`config.mk`:
```
export PLATFORM = sky130hd
export DESIGN_NAME = nor_poll_ctrl
export DESIGN_NICKNAME = d
export VERILOG_FILES = /design/src/rtl/nor_poll_pkg.sv /design/src/rtl/poll_budget.sv /design/src/rtl/poll_judge.sv /design/src/rtl/poll_seq.sv /design/src/rtl/nor_poll_ctrl.sv
export SDC_FILE = /design/constraint.sdc
export NUM_CORES = 1
export LEC_CHECK = 0
export ABC_AREA = 1
export BUFFER_PORTS_ARGS = -buffer_cell sky130_fd_sc_hd__clkbuf_2
export CAP_MARGIN = 20
export CORE_MARGIN = 5
export CORE_UTILIZATION = 30
export CTS_BUF_LIST = sky130_fd_sc_hd__clkbuf_4
export DETAILED_ROUTE_END_ITERATION = 10
export PLACE_DENSITY_LB_ADDON = 0.15
export SETUP_SLACK_MARGIN = 0.1
export SLEW_MARGIN = 20
export SYNTH_ARGS = -nofsm -noshare
export SYNTH_HDL_FRONTEND = slang
export SYNTH_SLANG_ARGS = --single-unit
```
`constraint.sdc`:
```
create_clock -name clk -period 2.6 [get_ports clk]
set_input_delay 0.26 -clock clk [delete_from_list [all_inputs] [get_ports clk]]
set_output_delay 0.26 -clock clk [all_outputs]
set_load 0.01 [all_outputs]
```
`src/rtl/nor_poll_pkg.sv`:
```
package nor_poll_pkg;

  typedef enum logic [2:0] {
    ST_IDLE    = 3'd0,
    ST_POLL    = 3'd1,
    ST_RECHECK = 3'd2,
    ST_CONFIRM = 3'd3,
    ST_DONE    = 3'd4
  } poll_state_e;

  typedef enum logic [2:0] {
    DEC_NONE    = 3'd0,
    DEC_HIT     = 3'd1,
    DEC_RETRY   = 3'd2,
    DEC_RECHECK = 3'd3,
    DEC_FAIL    = 3'd4,
    DEC_EXHAUST = 3'd5,
    DEC_FINAL   = 3'd6
  } poll_dec_e;

  // wanted status bit: erase completes with a 1, program with the true data bit
  function automatic logic target_bit(input logic is_erase, input logic exp_bit);
    return is_erase ? 1'b1 : exp_bit;
  endfunction

  function automatic logic status_ok(input logic got, input logic want);
    return got == want;
  endfunction

  function automatic logic is_read_state(input poll_state_e s);
    return (s == ST_POLL) || (s == ST_RECHECK) || (s == ST_CONFIRM);
  endfunction

endpackage

```
`src/rtl/poll_budget.sv`:
```
module poll_budget #(
  parameter int MAX_POLLS = 16
) (
  input  logic clk,
  input  logic rst_n,
  input  logic clear_i,
  input  logic bump_i,
  output logic last_o
);
  localparam int CW = $clog2(MAX_POLLS + 1);
  localparam logic [CW-1:0] LAST_VAL = CW'(MAX_POLLS - 1);

  logic [CW-1:0] cnt_q;

  always_ff @(posedge clk or negedge rst_n) begin
    if (!rst_n)       cnt_q <= '0;
    else if (clear_i) cnt_q <= '0;
    else if (bump_i)  cnt_q <= cnt_q + 1'b1;
  end

  assign last_o = (cnt_q == LAST_VAL);

  a_r7_count_bounded: assert property (@(posedge clk) disable iff (!rst_n)
    cnt_q < CW'(MAX_POLLS));

endmodule

```
`src/rtl/poll_judge.sv`:
```
module poll_judge
  import nor_poll_pkg::*;
#(
  parameter int DW        = 8,
  parameter int POLL_BIT  = 7,
  parameter int LIMIT_BIT = 5
) (
  input  poll_state_e state_i,
  input  logic        ack_i,
  input  logic [DW-1:0] data_i,
  input  logic        target_i,
  input  logic        budget_last_i,
  output poll_dec_e   dec_o
);
  logic hit, limit_seen;
  assign hit        = status_ok(data_i[POLL_BIT], target_i);
  assign limit_seen = data_i[LIMIT_BIT];

  always_comb begin
    dec_o = DEC_NONE;
    if (ack_i) begin
      unique case (state_i)
        ST_POLL: begin
          if (hit)                dec_o = DEC_HIT;
          else if (limit_seen)    dec_o = DEC_RECHECK;
          else if (budget_last_i) dec_o = DEC_EXHAUST;
          else                    dec_o = DEC_RETRY;
        end
        ST_RECHECK: dec_o = hit ? DEC_HIT : DEC_FAIL;
        ST_CONFIRM: dec_o = DEC_FINAL;
        default:    dec_o = DEC_NONE;
      endcase
    end
  end

endmodule

```
`src/rtl/poll_seq.sv`:
```
module poll_seq
  import nor_poll_pkg::*;
(
  input  logic        clk,
  input  logic        rst_n,
  input  logic        accept_i,
  input  poll_dec_e   dec_i,
  output poll_state_e state_o
);
  poll_state_e state_q, state_d;

  always_comb begin
    state_d = state_q;
    unique case (state_q)
      ST_IDLE: if (accept_i) state_d = ST_POLL;
      ST_POLL: begin
        unique case (dec_i)
          DEC_HIT:     state_d = ST_CONFIRM;
          DEC_RECHECK: state_d = ST_RECHECK;
          DEC_EXHAUST: state_d = ST_DONE;
          default:     state_d = ST_POLL;
        endcase
      end
      ST_RECHECK: begin
        if (dec_i == DEC_HIT)       state_d = ST_CONFIRM;
        else if (dec_i == DEC_FAIL) state_d = ST_DONE;
      end
      ST_CONFIRM: if (dec_i == DEC_FINAL) state_d = ST_DONE;
      ST_DONE:    state_d = ST_IDLE;
      default:    state_d = ST_IDLE;
    endcase
  end

  always_ff @(posedge clk or negedge rst_n) begin
    if (!rst_n) state_q <= ST_IDLE;
    else        state_q <= state_d;
  end

  assign state_o = state_q;

  a_r6_confirm_then_done: assert property (@(posedge clk) disable iff (!rst_n)
    (state_q == ST_CONFIRM && dec_i == DEC_FINAL) |=> state_q == ST_DONE);

  a_r8_done_leaves: assert property (@(posedge clk) disable iff (!rst_n)
    (state_q == ST_DONE) |=> state_q == ST_IDLE);

endmodule

```
`src/rtl/nor_poll_ctrl.sv`:
```
module nor_poll_ctrl
  import nor_poll_pkg::*;
#(
  parameter int DW        = 8,
  parameter int AW        = 16,
  parameter int MAX_POLLS = 16,
  parameter int POLL_BIT  = 7,
  parameter int LIMIT_BIT = 5
) (
  input  logic          clk,
  input  logic          rst_n,
  input  logic          start_i,
  input  logic          op_erase_i,
  input  logic [DW-1:0] exp_data_i,
  input  logic [AW-1:0] addr_i,
  output logic          rd_req_o,
  output logic [AW-1:0] rd_addr_o,
  input  logic          rd_ack_i,
  input  logic [DW-1:0] rd_data_i,
  output logic          busy_o,
  output logic          done_o,
  output logic          pass_o,
  output logic          fail_o,
  output logic          timeout_o,
  output logic [DW-1:0] result_o
);
  poll_state_e   state;
  poll_dec_e     dec;
  logic          accept;
  logic          target_q;
  logic [AW-1:0] addr_q;
  logic          budget_last;
  logic [DW-1:0] result_q;
  logic          pass_q, fail_q, tmo_q;

  // named events for the checks
  logic ev_hit, ev_retry, ev_suspect, ev_recheck_miss, ev_exhaust, ev_final;

  assign accept          = start_i && (state == ST_IDLE);
  assign ev_hit          = (dec == DEC_HIT);
  assign ev_retry        = (dec == DEC_RETRY);
  assign ev_suspect      = (dec == DEC_RECHECK);
  assign ev_recheck_miss = (dec == DEC_FAIL);
  assign ev_exhaust      = (dec == DEC_EXHAUST);
  assign ev_final        = (dec == DEC_FINAL);

  poll_judge #(.DW(DW), .POLL_BIT(POLL_BIT), .LIMIT_BIT(LIMIT_BIT)) u_judge (
    .state_i      (state),
    .ack_i        (rd_ack_i),
    .data_i       (rd_data_i),
    .target_i     (target_q),
    .budget_last_i(budget_last),
    .dec_o        (dec)
  );

  poll_budget #(.MAX_POLLS(MAX_POLLS)) u_budget (
    .clk    (clk),
    .rst_n  (rst_n),
    .clear_i(accept),
    .bump_i (ev_retry),
    .last_o (budget_last)
  );

  poll_seq u_seq (
    .clk     (clk),
    .rst_n   (rst_n),
    .accept_i(accept),
    .dec_i   (dec),
    .state_o (state)
  );

  always_ff @(posedge clk or negedge rst_n) begin
    if (!rst_n) begin
      target_q <= 1'b0;
      addr_q   <= '0;
    end else if (accept) begin
      target_q <= target_bit(op_erase_i, exp_data_i[POLL_BIT]);
      addr_q   <= addr_i;
    end
  end

  always_ff @(posedge clk or negedge rst_n) begin
    if (!rst_n) begin
      result_q <= '0;
      pass_q   <= 1'b0;
      fail_q   <= 1'b0;
      tmo_q    <= 1'b0;
    end else if (accept) begin
      pass_q <= 1'b0;
      fail_q <= 1'b0;
      tmo_q  <= 1'b0;
    end else if (ev_final) begin
      result_q <= rd_data_i;
      pass_q   <= 1'b1;
    end else if (ev_recheck_miss) begin
      result_q <= rd_data_i;
      fail_q   <= 1'b1;
    end else if (ev_exhaust) begin
      result_q <= rd_data_i;
      fail_q   <= 1'b1;
      tmo_q    <= 1'b1;
    end
  end

  assign rd_req_o  = is_read_state(state);
  assign rd_addr_o = addr_q;
  assign busy_o    = (state != ST_IDLE);
  assign done_o    = (state == ST_DONE);
  assign pass_o    = pass_q;
  assign fail_o    = fail_q;
  assign timeout_o = tmo_q;
  assign result_o  = result_q;

  a_r8_done_one_cycle: assert property (@(posedge clk) disable iff (!rst_n)
    done_o |=> !done_o);

  a_r8_one_verdict: assert property (@(posedge clk) disable iff (!rst_n)
    done_o |-> (pass_o ^ fail_o));

  a_r7_timeout_is_fail: assert property (@(posedge clk) disable iff (!rst_n)
    timeout_o |-> fail_o);

  a_r2_addr_held: assert property (@(posedge clk) disable iff (!rst_n)
    (rd_req_o && !rd_ack_i) |=> (rd_req_o && $stable(rd_addr_o)));

  a_r1_start_ignored_busy: assert property (@(posedge clk) disable iff (!rst_n)
    (busy_o && start_i) |=> ($stable(target_q) && $stable(addr_q)));

  a_r5_recheck_miss_fails: assert property (@(posedge clk) disable iff (!rst_n)
    ev_recheck_miss |=> (done_o && fail_o && !timeout_o));

  a_r4_retry_keeps_polling: assert property (@(posedge clk) disable iff (!rst_n)
    ev_retry |=> (rd_req_o && busy_o && !done_o));

endmodule

```
Word level (Yosys, flattened, before mapping):

Cells that the tools add are included.

* bits in registers: 36
* input bits: 37
* output and inout port bits: 30
* logic and storage cells: 68

* $add $sub $neg: 1
* equal/unequal tests: 17
* mux-type cells: 27
* bitwise operators: 1
* reduce and logical (&&, ||, !) cells: 14

Operator list (count)
* $mux W3: 9
* $mux W8: 3
* $pmux W3 S3: 2
* $eq A3 B2 Y1 const B: 4
* $eq A3 B3 Y1 const B: 4
* $pmux W3 S4: 1
* $mux W1: 10
* $mux W5: 2
* $reduce_bool A3 Y1: 3
* $ne A2 B2 Y1 const B: 4
* $eq A3 B1 Y1 const B: 2
* $reduce_and A3 Y1: 2
* $reduce_bool A2 Y1: 3
* $add A5 B1 Y5 const B: 1
* $eq A5 B4 Y1 const B: 1
* $reduce_and A2 Y1: 2
* $logic_not A3 Y1: 1
* $ne A3 B3 Y1 const B: 1
* $logic_or A1 B1 Y1: 2
* $eq A1 B1 Y1: 1
* $logic_and A1 B1 Y1: 1
* $not A1 Y1: 1

Longest topological paths before layout:

Gate-level depths: netlist of run 1.

* word-level depth: 11
* depth in mapped cells: 15
* gate-level depth less buffers: 15

Modules after synthesis:

Synthesis of run 1 repeated with hierarchy kept, for this count alone.

* cell total of the unflattened synthesis: 237
* area, all modules: 1861.8 sq um

By module, submodules not included
* nor_poll_ctrl: instances 1, cells an instance 132, area an instance 1177.4 sq um, seq. area each 700.7 sq um
* poll_seq: instances 1, cells an instance 45, area an instance 269.0 sq um, seq. area each 75.1 sq um
* poll_budget: instances 1, cells an instance 31, area an instance 264.0 sq um, seq. area each 125.1 sq um
* poll_judge: instances 1, cells an instance 29, area an instance 151.4 sq um, seq. area each 0.0 sq um

Worst setup path after synthesis of run 1:

Ideal clock, no wire load.

* kind: register -> register
* start: register u_budget.cnt_q[0]
* end: register u_budget.cnt_q[2]
* library setup time: 0.123 ns
* data arrival time: 1.647 ns
* data required time: 2.477 ns
* slack: 0.829 ns
* cell stages (with the launch flop): 15
* path buffers: 0
* clock period less this slack: 1.771 ns
* cell sequence: dfrtp_1 > ha_1 > nand2_1 > nor2_1 > ha_1 > inv_1 > nor2_1 > nor2_1 > nand2_1 > nand2_2 > nand2_4 > nor2_8 > nand3_1 > o21ai_0 > a21oi_1

* cells in the longest elaborated chain, start to end: 8
* elaborated cells on any way between the ends: 11
* classes of those cells: add/sub: 1; eq/ne: 2; mux: 7; reduce/logical: 1

RTL lines
* from (decl): line poll_budget.sv:13 `logic [CW-1:0] cnt_q;`
* from (signal assigned): line poll_budget.sv:18 `else if (bump_i) cnt_q <= cnt_q + 1'b1;`
* $eq A5 B4 Y1: line poll_budget.sv:21 `assign last_o = (cnt_q == LAST_VAL);`
* $mux W3: line poll_judge.sv:26 `else if (budget_last_i) dec_o = DEC_EXHAUST;`
* $mux W3: line poll_judge.sv:25 `else if (limit_seen) dec_o = DEC_RECHECK;`
* $mux W3: line poll_judge.sv:24 `if (hit) dec_o = DEC_HIT;`
* $pmux W3 S3: line poll_judge.sv:22 `unique case (state_i)`
* $mux W3: line poll_judge.sv:21 `if (ack_i) begin`
* $eq A3 B2 Y1: line nor_poll_ctrl.sv:41 `assign ev_retry = (dec == DEC_RETRY);`
* $reduce_bool A2 Y1 (no line)

Parallel ways exist; a longest one is shown, timed or not. The select of a mux whose other input is x is not followed.
A chain may end at the register's enable or synchronous reset.

Worst setup path after layout of run 1:

* start: register u_budget.cnt_q[0]
* end: register u_budget.cnt_q[3]

Same word-level chain as after synthesis.

==> impl_metrics.tcl, run 1 <==
set metrics [dict create \
    cts-htree-levels 2 \
    area_delta_synth_final_pct 25.2 \
    drv_cap 0 \
    wl_per_cell_um 11.1 \
    synthesis.area_um2 1690 \
    cts_sinks 36 \
    combPwrFrac 0.466 \
    place_area_um2 2060 \
    slew_headroom 0.399 \
    cts_tree "yes" \
    switching_power_uw 1000 \
    synth_seq_cells 36 \
    min_path_type "in -> async" \
    slew_viol_final 0 \
    antenna_cells 0 \
    cp-start-kind "flop" \
    swShare 0.433 \
    ant_nets 0 \
    start_util 0.307 \
    vias 1434 \
    tns_ns 0 \
    end_kind "flop" \
    die_h_um 85.1 \
    path_class "reg -> reg" \
    cts_buffers 5 \
    grt_util_all_layers 0.116 \
    yosysSeqAreaShare 0.533 \
    drive_gt1_frac 0.304 \
    nNetsFinal 311 \
    remaining_drc_errors 0 \
    setup_viol 0 \
    grt_first_pass_wirelength_um 6730 \
    syn_nets 248 \
    synth_area_per_cell_um2 8.09 \
    ys_top_cells_by_count "nand2_1 (94), dfrtp_1 (36), inv_1 (16)" \
    skew_ns 0.00702 \
    ys_warn_count 0 \
    root_buffer "clkbuf_4" \
    cts_resized 0 \
    holdBufCountCts 0 \
    synth.largest_area_cell "dfrtp_1" \
    worst_pin_slew_ns 0.902 \
    cts_buffer_depth 2 \
    detail_route.first_pass.iterations 4 \
    path_max_fanout 13 \
    rsz0062_at_grt "no" \
    synth_edf_count 0 \
    fin_crit_sh 0.757 \
    place_congestion 0.795 \
    grt_pass1_vias 1471 \
    netlist_instances 209 \
    synth_cell_type_count 22 \
    die_area_um2 7240 \
    synthTopCellsByArea "dfrtp_1 (53%), nand2_1 (21%), inv_1 (3.6%)" \
    synth_flop_cell "dfrtp_1" \
    drt_iter0_drc 48 \
    p_leak_uw 0.00121 \
    core_area_um2 5510 \
    post_drt_via_cell_ratio 4.16 \
    power_density_nw_per_um2 1090 \
    grt_max_degree 37 \
    fp.dieW_um 85.1 \
    clk_pin_slew_ns 0.11 \
    rows 27 \
    holdWs_ns 0.0305 \
    async_flop_share 1.00 \
    hpwlAfterDp_um 2820 \
    grt_overflow 0 \
    wl_um 3840 \
    arrival_ns 2.20 \
    p_clk_frac 0.130 \
    synthMostInstantiatedCell "nand2_1" \
    ir_drop_uv 338 \
    io_buffers 59 \
    fin_area_um2 2120 \
    outcome "completed" \
    ioPinCount 67 \
    yosysTopAreaCellShare 0.533 \
    crit_required_ns 2.83 \
    hold_viol 0 \
    p_total_uw 2320 \
    seqPwrFrac 0.405 \
    period_needed_ns 1.97 \
    grt_antenna_before_repair 0 \
    cts_setup_buffers 0 \
    internal-power_uw 1310 \
    clock_latency_ns 0.33 \
    fmax_mhz 508 \
]
[per-stage QoR]
| stage | instances | worst slack [ns] | util |
|---|---|---|---|
| 2_1_floorplan | 209 | 0.829 | - |
| 6_report | 345 | 0.631 | 0.385 |
| 3_3_place_gp | 337 | 0.650 | 0.374 |
| 4_1_cts | 345 | 0.601 | 0.385 |
| 5_1_grt | 345 | 0.404 | 0.385 |
| 3_5_place_dp | 337 | 0.629 | 0.374 |
[power by group through the flow]
stage | clock [µW] | sequential (µW) | combinational (µW)
2_1_floorplan | 0 | 1030 | 625
3_3_place_gp | 0 | 953 | 1080
3_5_place_dp | 0 | 945 | 1110
4_1_cts | 321 | 941 | 1100
5_1_grt | 341 | 978 | 1240
6_report | 300 | 938 | 1080
[worst max-delay path, stage by stage, from the launching register on]
cell,delay [ns]
dfrtp_1,0.40
ha_1,0.18
nand2_1,0.05
nor2_1,0.09
ha_1,0.17
inv_1,0.04
nor2_1,0.16
nand3_1,0.11
nand2_2,0.15
nand2_4,0.14
nand2_4,0.12
nand2_1,0.08
nand3_1,0.08
o21ai_0,0.08
[layout make-up]
type,count,area (µm²)
Fill cell,590,3390
Clock inverter,2,11.3
Multi-Input combinational cell,150,693
Tap cell,72,90.1
Clock buffer,6,45.0
Timing Repair Buffer,61,310
Inverter,18,67.6
Sequential cell,36,901
[layer usage]
layer | up-vias | wire length (µm) | GRT usage
met4 | 0 | 29 | 0.0345
met1 | 614 | 1820 | 0.147
met2 | 44 | 1680 | 0.184
met5 | - | 0 | 0
met3 | 4 | 308 | 0.0408
li1 | 772 | - | -
[path summary, 6_finish.rpt]
path                                endpoint  slack, ns  depth (start not counted)              start
max reg2reg                u_budget.cnt_q[3]       0.63                         13  u_budget.cnt_q[0]
max                        u_budget.cnt_q[3]       0.63                         13  u_budget.cnt_q[0]
max in group asynchronous          timeout_o       2.01                          1              rst_n
min in group clk               rd_addr_o[13]       0.11                          3         addr_i[13]
min reg2reg                    rd_addr_o[13]       0.49                          2      rd_addr_o[13]
min                            rd_addr_o[12]       0.03                          1              rst_n
[flip-flops by register name, indices dropped and copies added, names as in the netlist]
name,cells
u_seq.state_o,3
result_o,8
timeout_o,1
rd_addr_o,16
u_budget.cnt_q,5
pass_o,1
target_q,1
fail_o,1
[kinds of logic after synthesis]
kind of cell | Yosys count | synth area share
simple gates | 132 | 0.342
xor+xnor | 2 | 0.0104
buf+inv | 23 | 0.0577
compound gates | 14 | 0.0429
flops | 36 | 0.533
fa+ha+maj | 2 | 0.0148
[cells in the final DEF (no fill, tap or decap), drive strengths merged, types with 4 or more instances in the layout]
cell / netlist / final
nand2: 102 / 102
clkbuf: 1 / 65
dfrtp: 36 / 36
inv: 18 / 18
nor2: 17 / 17
nand3: 11 / 11
o21ai: 8 / 8
a21oi: 4 / 4
No activity file was read; power rests on OpenSTA's default activity.
==> run 2, diff against run 1 <==
ABC_AREA = 0   (was 1)
clock period = 1.83 ns   (was 2.6 ns; I/O delays follow)
==> impl_metrics.tcl, run 2 <==
set metrics [dict create \
    wl_um 3720 \
    drv_cap 0 \
    synthesis.area_um2 1600 \
    placedCellCount 257 \
    path_class "reg -> reg" \
    post_drt_via_cell_ratio 4.52 \
    netlist_instances 123 \
    synthMostInstantiatedCell "dfrtp_1" \
    yosysTopAreaCellShare 0.564 \
    grt_pass1_vias 1366 \
    cp_top_family "compound AO/OA/AOI/OAI gates" \
    synth_flop_cell "dfrtp_1" \
    place_area_um2 2070 \
    synth_cell_type_count 39 \
    root_buffer "clkbuf_4" \
    fp.dieW_um 83.0 \
    grt_max_degree 37 \
    n_fill_cell 530 \
    path_max_fanout 5 \
    start_util 0.311 \
    crit_required_ns 2.05 \
    ir_drop_uv 648 \
    outcome "complete, but fails checks" \
    clk_pin_slew_ns 0.11 \
    final_util 0.435 \
    ant_nets 0 \
    fin_area_um2 2240 \
    hold_viol 0 \
    die_h_um 83.0 \
    yosysSeqAreaShare 0.564 \
    synth_edf_count 0 \
    slowest_delay_ns 0.40 \
    tns_ns -0.553 \
    p_leak_uw 0.00106 \
    rows 26 \
    slew_viol_final 0 \
    place_congestion 0.744 \
    cp_slowest_cell "dfrtp_1" \
    period_needed_ns 1.91 \
    finalNonFillerCells 273 \
    drt_iter0_drc 38 \
    largest_reg_flops 16 \
    cts-htree-levels 2 \
    area_delta_synth_final_pct 40.1 \
    wl_per_cell_um 13.6 \
    min_path_type "in -> reg" \
    grt_antenna_before_repair 0 \
    synth_adder_area_share 0.0157 \
    ys_top_cells_by_count "dfrtp_1 (36), mux2_2 (24), nor2_1 (10)" \
    dpl_worst_slack_ns -0.0343 \
    fmax_mhz 522 \
    rsz0062_at_grt "yes" \
    slew_headroom 0.696 \
    end_kind "flop" \
    die_area_um2 6890 \
    hpwlAfterDp_um 2690 \
    core_area_um2 5140 \
    ioPinCount 67 \
    timing.final.ws_setup_ns -0.0846 \
    clock_latency_ns 0.33 \
    detail_route.first_pass.iterations 4 \
    nNetsFinal 241 \
    cp-start-kind "flop" \
    drive_gt1_frac 0.601 \
    final_common_cell "clkbuf_2" \
    async_flop_share 1.00 \
    fin_crit_sh 1.05 \
    synth_area_per_cell_um2 13.0 \
    cts_sinks 36 \
    antenna_cells 0 \
    vias 1233 \
    io_buffers 59 \
    worst_pin_slew_ns 0.457 \
    cts_buffers 5 \
    grt_first_pass_wirelength_um 6360 \
    worst-path-buf-inv 1 \
    syn_nets 162 \
    cts_buffer_depth 2 \
    setup_viol 9 \
    synth_top_family_by_area "multiplexers" \
    skew_ns 0.00801 \
    synth.largest_area_cell "dfrtp_1" \
    violations "negative setup slack" \
    synthTopCellsByArea "dfrtp_1 (56%), mux2_2 (17%), nor2_1 (2.3%)" \
    ys_warn_count 0 \
    synth_compound_area_frac 0.0713 \
    grt_util_all_layers 0.114 \
    remaining_drc_errors 0 \
    muxShareOfSynthArea 0.175 \
    synth_xor_area_frac 0.0266 \
    synth-simple-area-share 0.123 \
    arrival_ns 2.13 \
    worstPathCellList "ha_2 -> and3_4 -> ha_4 -> buf_4 -> a31oi_2 -> o22ai_4 -> mux2_2" \
    mostFrequentLayoutCells "clkbuf_2 (59), dfrtp_1 (36), mux2_2 (24), buf_4 (13), nor2_1 (10)" \
    power_density_nw_per_um2 1590 \
    synth_seq_cells 36 \
    cts_tree "yes" \
    grt_overflow 0 \
]
## run 2: path summary, 6_finish.rpt
check / start / endpoint / slack [ns] / cells past startpoint
worst max register to register: u_budget.cnt_q[0] / result_o[0] / -0.08 / 7
worst min-delay path: rd_data_i[6] / result_o[6] / 0.07 / 2
worst max-delay path: u_budget.cnt_q[0] / result_o[0] / -0.08 / 7
worst min register to register: fail_o / fail_o / 0.51 / 1
max in group asynchronous: rst_n / rd_addr_o[0] / 1.09 / 3
min in group asynchronous: rst_n / pass_o / 0.41 / 3
## run 2: cells by family (layout without fill, tap and decap cells)
kind of cell | Yosys count | in the layout
adders and majority gates | 2 | 2
buffers and inverters | 8 | 87
xor gates and xnor gates | 4 | 4
AOI/OAI and AO/OA | 16 | 17
muxes | 25 | 25
DFF | 36 | 36
and+or+nand+nor | 32 | 32
## run 2: routing by layer
metal | GRT usage | up-vias | share of wire
met5 | 0 | - | 0
li1 | - | 591 | -
met4 | 0.0401 | 0 | 0.012
met2 | 0.201 | 40 | 0.54
met1 | 0.122 | 598 | 0.38
met3 | 0.0465 | 4 | 0.062
## run 2: layout make-up
| class | instances | area [µm²] | area share |
|---|---|---|---|
| inverters | 4 | 15.0 | 0.00671 |
| well taps | 70 | 87.6 | 0.0391 |
| clock buffers | 5 | 37.5 | 0.0168 |
| repair buffers | 75 | 434 | 0.194 |
| multi-input cells | 80 | 721 | 0.322 |
| clock inverters | 3 | 42.5 | 0.0190 |
| flip-flops and latches | 36 | 901 | 0.402 |
## run 2: through the flow
stage / total power, µW / hold WS [ns]
after global placement: 2920 / 0.249
after global routing: 3850 / 0.0348
after detailed placement: 2970 / 0.259
after CTS: 3610 / 0.0468
final: 3570 / 0.0722
after floorplan: 2320 / -0.113
## run 2: what timing repair did
action	in CTS	in global routing
hold buffers	1	0
setup buffers	2	4
cloned	1	0
setup endpoints to repair	12	16
resized for setup	3	3
hold endpoints to repair	36	0
pin swaps	7	7
## run 2: power by group
part / internal [µW] / switching [µW] / total [µW]
combinational: 863 / 795 / 1660
sequential: 1160 / 201 / 1360
clock: 285 / 266 / 551
